### src/rtl/shbus_pkg.sv
package shbus_pkg;

    // fixed schedule inside the phi2-high window (fast-clock counts)
    localparam int LOOK_FIRST = 2;
    localparam int LOOK_LAST  = 3;
    localparam int TURN_CNT   = 4;
    localparam int ACC_FIRST  = 5;
    localparam int WE_FIRST   = 6;

    typedef enum logic [1:0] {
        ACC_NONE  = 2'd0,
        ACC_TABLE = 2'd1,
        ACC_DATA  = 2'd2
    } acc_kind_e;

    typedef struct packed {
        logic map_cs;
        logic data_cs;
        logic oe;
        logic we;
        logic drive;
    } strobe_t;

endpackage

### src/rtl/shbus_phase_ctr.sv
module shbus_phase_ctr #(
    parameter int CNT_W = 6
) (
    input  logic             clk,
    input  logic             rst_n,
    input  logic             phi2,
    output logic             active,
    output logic [CNT_W-1:0] cnt
);
    localparam logic [CNT_W-1:0] CNT_MAX = '1;

    typedef struct packed {
        logic             phi2_seen;
        logic             active;
        logic [CNT_W-1:0] cnt;
    } ctr_t;

    ctr_t st_d, st_q;

    always_comb begin
        st_d           = st_q;
        st_d.phi2_seen = phi2;
        if (!phi2) begin
            st_d.active = 1'b0;
            st_d.cnt    = '0;
        end else if (!st_q.phi2_seen) begin
            st_d.active = 1'b1;
            st_d.cnt    = '0;
        end else if (st_q.active && st_q.cnt != CNT_MAX) begin
            st_d.cnt = st_q.cnt + 1'b1;
        end
    end

    always_ff @(posedge clk or negedge rst_n) begin
        if (!rst_n) st_q <= '0;
        else        st_q <= st_d;
    end

    assign active = st_q.active;
    assign cnt    = st_q.cnt;

    AST_RESTART_AT_ZERO: assert property (@(posedge clk) disable iff (!rst_n)
        (phi2 && !st_q.phi2_seen) |=> (active && cnt == '0));

    AST_NO_WRAP: assert property (@(posedge clk) disable iff (!rst_n)
        (phi2 && active && cnt == CNT_MAX) |=> (!phi2 || cnt == CNT_MAX));

endmodule

### src/rtl/shbus_map_latch.sv
module shbus_map_latch #(
    parameter int MAP_W = 8
) (
    input  logic             clk,
    input  logic             rst_n,
    input  logic             capture,
    input  logic [MAP_W-1:0] rdata,
    output logic [MAP_W-1:0] value
);
    logic [MAP_W-1:0] value_d, value_q;

    always_comb begin
        value_d = value_q;
        if (capture) value_d = rdata;
    end

    always_ff @(posedge clk or negedge rst_n) begin
        if (!rst_n) value_q <= '0;
        else        value_q <= value_d;
    end

    assign value = value_q;

endmodule

### src/rtl/shbus_strobe_gen.sv
module shbus_strobe_gen
    import shbus_pkg::*;
#(
    parameter int CNT_W   = 6,
    parameter int ADDR_W  = 16,
    parameter int SLOT_W  = 4,
    parameter int TASK_W  = 8,
    parameter int MAP_W   = 8,
    parameter int DATA_W  = 8,
    parameter int DATA_AW = 19
) (
    input  logic               clk,
    input  logic               rst_n,
    input  logic               phi2,
    input  logic               active,
    input  logic [CNT_W-1:0]   cnt,
    input  logic [ADDR_W-1:0]  cpu_addr,
    input  logic               cpu_rnw,
    input  logic [DATA_W-1:0]  cpu_wdata,
    input  logic               cpu_map_slot,
    input  logic [TASK_W-1:0]  task_id,
    input  logic [MAP_W-1:0]   map_value,
    output strobe_t            strobe,
    output logic [DATA_AW-1:0] sram_addr,
    output logic [DATA_W-1:0]  bus_wdata
);
    localparam int PAGE_W  = ADDR_W - SLOT_W;
    localparam int FRAME_W = DATA_AW - PAGE_W;
    localparam int MAP_AW  = TASK_W + SLOT_W;

    logic      live, in_look, in_turn, in_acc, we_ok;
    acc_kind_e kind;

    always_comb begin
        live    = active && phi2;
        in_look = live && (cnt == CNT_W'(LOOK_FIRST) || cnt == CNT_W'(LOOK_LAST));
        in_turn = live && (cnt == CNT_W'(TURN_CNT));
        in_acc  = live && (cnt >= CNT_W'(ACC_FIRST));
        we_ok   = live && (cnt >= CNT_W'(WE_FIRST));

        kind = ACC_NONE;
        if (in_acc) begin
            if (cpu_map_slot)          kind = ACC_TABLE;
            else if (map_value != '0)  kind = ACC_DATA;
        end

        strobe    = '0;
        sram_addr = '0;
        bus_wdata = '0;
        if (in_look) begin
            strobe.map_cs = 1'b1;
            strobe.oe     = 1'b1;
            sram_addr     = DATA_AW'({task_id, cpu_addr[ADDR_W-1 -: SLOT_W]});
        end else if (kind != ACC_NONE) begin
            strobe.map_cs  = (kind == ACC_TABLE);
            strobe.data_cs = (kind == ACC_DATA);
            strobe.oe      = cpu_rnw;
            strobe.drive   = !cpu_rnw;
            strobe.we      = !cpu_rnw && we_ok;
            if (!cpu_rnw) bus_wdata = cpu_wdata;
            if (kind == ACC_TABLE)
                sram_addr = DATA_AW'({task_id, cpu_addr[SLOT_W-1:0]});
            else
                sram_addr = {map_value[FRAME_W-1:0], cpu_addr[PAGE_W-1:0]};
        end
    end

    AST_LOOKUP_READS_TABLE: assert property (@(posedge clk) disable iff (!rst_n)
        (phi2 && active && (cnt == CNT_W'(LOOK_FIRST) || cnt == CNT_W'(LOOK_LAST)))
        |-> (strobe.map_cs && strobe.oe && !strobe.data_cs && !strobe.we && !strobe.drive));

    AST_TURNAROUND_QUIET: assert property (@(posedge clk) disable iff (!rst_n)
        in_turn |-> (strobe == '0));

    AST_WE_AFTER_SETUP: assert property (@(posedge clk) disable iff (!rst_n)
        strobe.we |-> (cnt >= CNT_W'(WE_FIRST) && strobe.drive));

    AST_PHI2_LOW_IDLE: assert property (@(posedge clk) disable iff (!rst_n)
        !phi2 |-> (strobe == '0));

    AST_ONE_CHIP: assert property (@(posedge clk) disable iff (!rst_n)
        !(strobe.map_cs && strobe.data_cs));

    AST_MAP_ADDR_FITS: assert property (@(posedge clk) disable iff (!rst_n)
        strobe.map_cs |-> (sram_addr >> MAP_AW) == '0);

endmodule

### src/rtl/shbus_seq.sv
module shbus_seq
    import shbus_pkg::*;
#(
    parameter int CNT_W   = 6,
    parameter int ADDR_W  = 16,
    parameter int SLOT_W  = 4,
    parameter int TASK_W  = 8,
    parameter int MAP_W   = 8,
    parameter int DATA_W  = 8,
    parameter int DATA_AW = 19
) (
    input  logic               clk,
    input  logic               rst_n,
    input  logic               phi2,
    input  logic [ADDR_W-1:0]  cpu_addr,
    input  logic               cpu_rnw,
    input  logic [DATA_W-1:0]  cpu_wdata,
    input  logic               cpu_map_slot,
    input  logic [TASK_W-1:0]  task_id,
    input  logic [MAP_W-1:0]   sram_rdata,
    output logic               map_cs,
    output logic               data_cs,
    output logic               sram_oe,
    output logic               sram_we,
    output logic [DATA_AW-1:0] sram_addr,
    output logic               bus_drive,
    output logic [DATA_W-1:0]  bus_wdata,
    output logic [MAP_W-1:0]   map_value
);
    logic             active;
    logic [CNT_W-1:0] cnt;
    logic             capture;
    strobe_t          strobe;

    shbus_phase_ctr #(.CNT_W(CNT_W)) i_ctr (
        .clk(clk), .rst_n(rst_n), .phi2(phi2), .active(active), .cnt(cnt)
    );

    assign capture = phi2 && active && (cnt == CNT_W'(LOOK_LAST));

    shbus_map_latch #(.MAP_W(MAP_W)) i_latch (
        .clk(clk), .rst_n(rst_n), .capture(capture), .rdata(sram_rdata), .value(map_value)
    );

    shbus_strobe_gen #(
        .CNT_W(CNT_W), .ADDR_W(ADDR_W), .SLOT_W(SLOT_W), .TASK_W(TASK_W),
        .MAP_W(MAP_W), .DATA_W(DATA_W), .DATA_AW(DATA_AW)
    ) i_strobe (
        .clk(clk), .rst_n(rst_n), .phi2(phi2), .active(active), .cnt(cnt),
        .cpu_addr(cpu_addr), .cpu_rnw(cpu_rnw), .cpu_wdata(cpu_wdata),
        .cpu_map_slot(cpu_map_slot), .task_id(task_id), .map_value(map_value),
        .strobe(strobe), .sram_addr(sram_addr), .bus_wdata(bus_wdata)
    );

    assign map_cs    = strobe.map_cs;
    assign data_cs   = strobe.data_cs;
    assign sram_oe   = strobe.oe;
    assign sram_we   = strobe.we;
    assign bus_drive = strobe.drive;

    AST_ENTRY_HELD: assert property (@(posedge clk) disable iff (!rst_n)
        !(phi2 && active && cnt == CNT_W'(LOOK_LAST)) |=> $stable(map_value));

    AST_DATA_NEEDS_ENTRY: assert property (@(posedge clk) disable iff (!rst_n)
        data_cs |-> (map_value != '0 && !cpu_map_slot));

endmodule

### config.mk
export PLATFORM = sky130hd
export DESIGN_NAME = shbus_seq
export DESIGN_NICKNAME = d
export VERILOG_FILES = /design/src/rtl/shbus_pkg.sv /design/src/rtl/shbus_phase_ctr.sv /design/src/rtl/shbus_map_latch.sv /design/src/rtl/shbus_strobe_gen.sv /design/src/rtl/shbus_seq.sv
export SDC_FILE = /design/constraint.sdc
export NUM_CORES = 1
export LEC_CHECK = 0
export CAP_MARGIN = 20
export CORE_MARGIN = 5
export CORE_UTILIZATION = 35
export CTS_BUF_LIST = sky130_fd_sc_hd__clkbuf_8
export CTS_CLUSTER_SIZE = 30
export DETAILED_ROUTE_END_ITERATION = 10
export PLACE_DENSITY = 0.86
export SKIP_LAST_GASP = 1
export SYNTH_ARGS = -nofsm -noshare
export SYNTH_HDL_FRONTEND = slang
export SYNTH_SLANG_ARGS = --single-unit
### constraint.sdc
create_clock -name clk -period 2 [get_ports clk]
set_input_delay 0.3 -clock clk [delete_from_list [all_inputs] [get_ports clk]]
set_output_delay 0.3 -clock clk [all_outputs]
set_load 0.005 [all_outputs]
==> out/qor.txt <==
DRT Pass-1 Iters - 4
fin util - 85.5%
drt total wl - 5660 um
WL per Instance - 19.7 um
kind of critical path - register to output pin
most common cell after layout, fill and taps aside - clkdlybuf4s50_1
CTS buffer count - 3
PwrDens - 304 nW/um2
ys async rst share - 100%
clk_skew - 0.00538 ns
failing checks - setup timing
outcome - finished with violations
clock group share of total power - 35.2%
clk slew on worst S/H paths - 0.06 ns
Sequential Power Share - 42.1%
slew margin rel. - 53.1%
Sink Count - 16
routed vias/inst - 5.26
via count - 1514
Initial Util - 36.7%
setup_tns - -10.65 ns
PortBufs - 84
WL met2 - 3030 um
Critical Path Fanout Max - 4
top-level port count - 85
H-tree depth - 1
crit path time final - 2.45 ns
Final Max Slew Viols - 0
Area Growth Syn to Fin - 133%
CTS Buffer Depth - 2
dpl cells - 260
register area share after synthesis - 35.8%
Yosys cell types - 36
Row Count - 20
Synth Net Count - 155
largest net degree at the start of global routing - 17
mux cell area share after synthesis - 8.94%
Post-synth EDFFs - 0
count of hold-fix buffers inserted at cts - 0
Synth Area in XOR/XNOR - 1.56%
Min-Delay Path Class - primary input to asynchronous set/reset pin
DRC - 0
Peak VDD IR - 0.000424 V
setup slack after layout - -0.450 ns
Post-Syn Area - 1120 um2
max layer used - met4
ant diodes - 0
area share of fa/ha/maj cells after synthesis - 4.47%
Die Span Y - 66.6 um
Final nets - 294
Starting DRT DRC Count - 76
WP data arrival - 2.15 ns
gate count of the mapped netlist - 106
largest family of logic cells by synthesized area - simple AND/OR/NAND/NOR gates
Internal - 0.619 mW
global-route wire length before repair - 7770 um
RSZ-0062 raised after global routing - true
metal3 WL - 552 um
CP Data Required Time - 1.70 ns
vias in the first global route - 1611
Final Hold Fails - 0
Net Switching - 0.174 mW
Compound-Gate Fraction of Synth Area - 19.8%
Primary FF master, synth - dfrtp_1
YS warnings - 0
FF+latch count, synth - 16
post-route ant nets - 0
layout cells sized above 1 - 53.7%
routability cong. - 0.723
number of max-cap violations - 0
antenna violations before repair - 0
CTS tree - yes
maximum operating frequency - 0.408 GHz
total track usage - 23.5%
combinational share of power - 22.7%
Lkg Pwr - 1.24 nW
Tcrit/Tclk final - 122%
Final setup viols - 32
core area - 3050 um2
CP endpoint kind - output pin
latest clock arrival within the worst-skew pair - 0.25 ns
simple-gate area share of the yosys netlist - 26.7%
worst-margin pin slew - 0.702 ns
M1 WL - 1840 um
syn avg cell area - 10.6 um2
sw frac - 22.0%
Die X - 66.6 um
Root Buffer - clkbuf_8
post-route insts no fill - 288
most frequent cells in the layout - clkdlybuf4s50_1 (52), buf_4 (35), buf_6 (25)
HPWL Detailed - 3470 um
crit path launch type - register
GRT Residual Overflow - 0
full die area - 4430 um2
## cell families after synthesis
logic type / after synthesis
AO/OA/AOI/OAI: 24
XOR/XNOR: 2
adder cells (fa/ha/maj): 4
buffers and inverters: 6
flip-flops: 16
multiplexers: 9
AND/OR/NAND/NOR: 45
## cell usage after synthesis (2+ instances only)
master | number | share of area, %
dfrtp_1 | 16 | 36
and2_1 | 15 | 8.4
a22o_1 | 12 | 9.4
mux2_2 | 8 | 8.0
nor2_1 | 6 | 2.0
nand2_1 | 5 | 1.7
ha_1 | 4 | 4.5
inv_1 | 4 | 1.3
nand3_1 | 3 | 1.3
or4_1 | 3 | 2.0
nor3_1 | 2 | 0.89
nor4_4 | 2 | 3.8
o2111ai_1 | 2 | 1.6
o41ai_1 | 2 | 1.6
## sequential cells by signal, summed over array words and instances, names as in the netlist
| signal | flops |
|---|---|
| i_ctr.active | 1 |
| i_ctr.cnt | 6 |
| i_ctr.st_q | 1 |
| i_latch.value | 8 |
## stage by stage
| step | instance area [um2] | setup slack (ns) | power, mW | hold WS [ns] |
|---|---|---|---|---|
| finish | 2610 | -0.450 | 0.793 | 0.473 |
| global route | 2610 | -0.509 | 0.825 | 0.564 |
| CTS | 2530 | -0.399 | 0.790 | 0.486 |
| detailed placement | 2220 | -0.613 | 0.486 | 0.537 |
| global placement | 2220 | -0.528 | 0.481 | 0.524 |
| floorplan | 1120 | 0.0439 | 0.366 | 0.00441 |
## repair_timing
action | 4_1_cts | 5_1_grt
pin swaps | 26 | 18
gates resized for setup | 145 | 43
setup endpoints to repair | 32 | 40
buffers inserted | 17 | 7
cloned | 2 | 0
## critical path: stages, from the launching register on
cell and delay [ns]:
dfrtp_2 0.42, inv_2 0.09, ha_4 0.17, nand2b_4 0.08, a21oi_4 0.06, buf_6 0.14
nor4_4 0.26, buf_4 0.18, clkbuf_16 0.13, buf_6 0.10, and2_1 0.13, buf_2 0.13
## routing by layer
layer / up-vias / GRT usage, %
met5: - / 0
met4: 0 / 12.9
met3: 24 / 6.24
met2: 97 / 45.5
met1: 716 / 21.7
li1: 677 / -
## final timing paths
kind                                                 to  depth (start not counted)  slack (ns)                startpoint
max                                       sram_addr[12]                         11       -0.45  i_ctr.cnt[0]$_DFFE_PN0P_
min                        i_latch.value[7]$_DFFE_PN0P_                          1        0.47                     rst_n
max reg2reg                    i_ctr.cnt[3]$_DFFE_PN0P_                          7        0.06  i_ctr.cnt[0]$_DFFE_PN0P_
min reg2reg                    i_ctr.active$_DFFE_PN0P_                          1        0.56   i_ctr.st_q[7]$_DFF_PN0_
max in group asynchronous      i_ctr.cnt[0]$_DFFE_PN0P_                          1        1.04                     rst_n
min in group clk               i_ctr.active$_DFFE_PN0P_                          1        0.56   i_ctr.st_q[7]$_DFF_PN0_
## power groups by stage
stage | logic [mW] | clock network [mW] | registers, mW
after detailed placement | 0.147 | 0 | 0.339
after global routing | 0.190 | 0.301 | 0.334
after CTS | 0.166 | 0.290 | 0.334
after floorplan | 0.0262 | 0 | 0.339
after global placement | 0.143 | 0 | 0.338
final | 0.180 | 0.279 | 0.334
## layout make-up
cell class / count / area, um2
inverter: 4 / 15.0
sequential: 16 / 402
clock buffer: 4 / 55.1
fill: 164 / 443
timing repair buffer: 136 / 1230
tap: 44 / 55.1
multi-input combinational: 84 / 848
(Power assumes the default switching activity.)
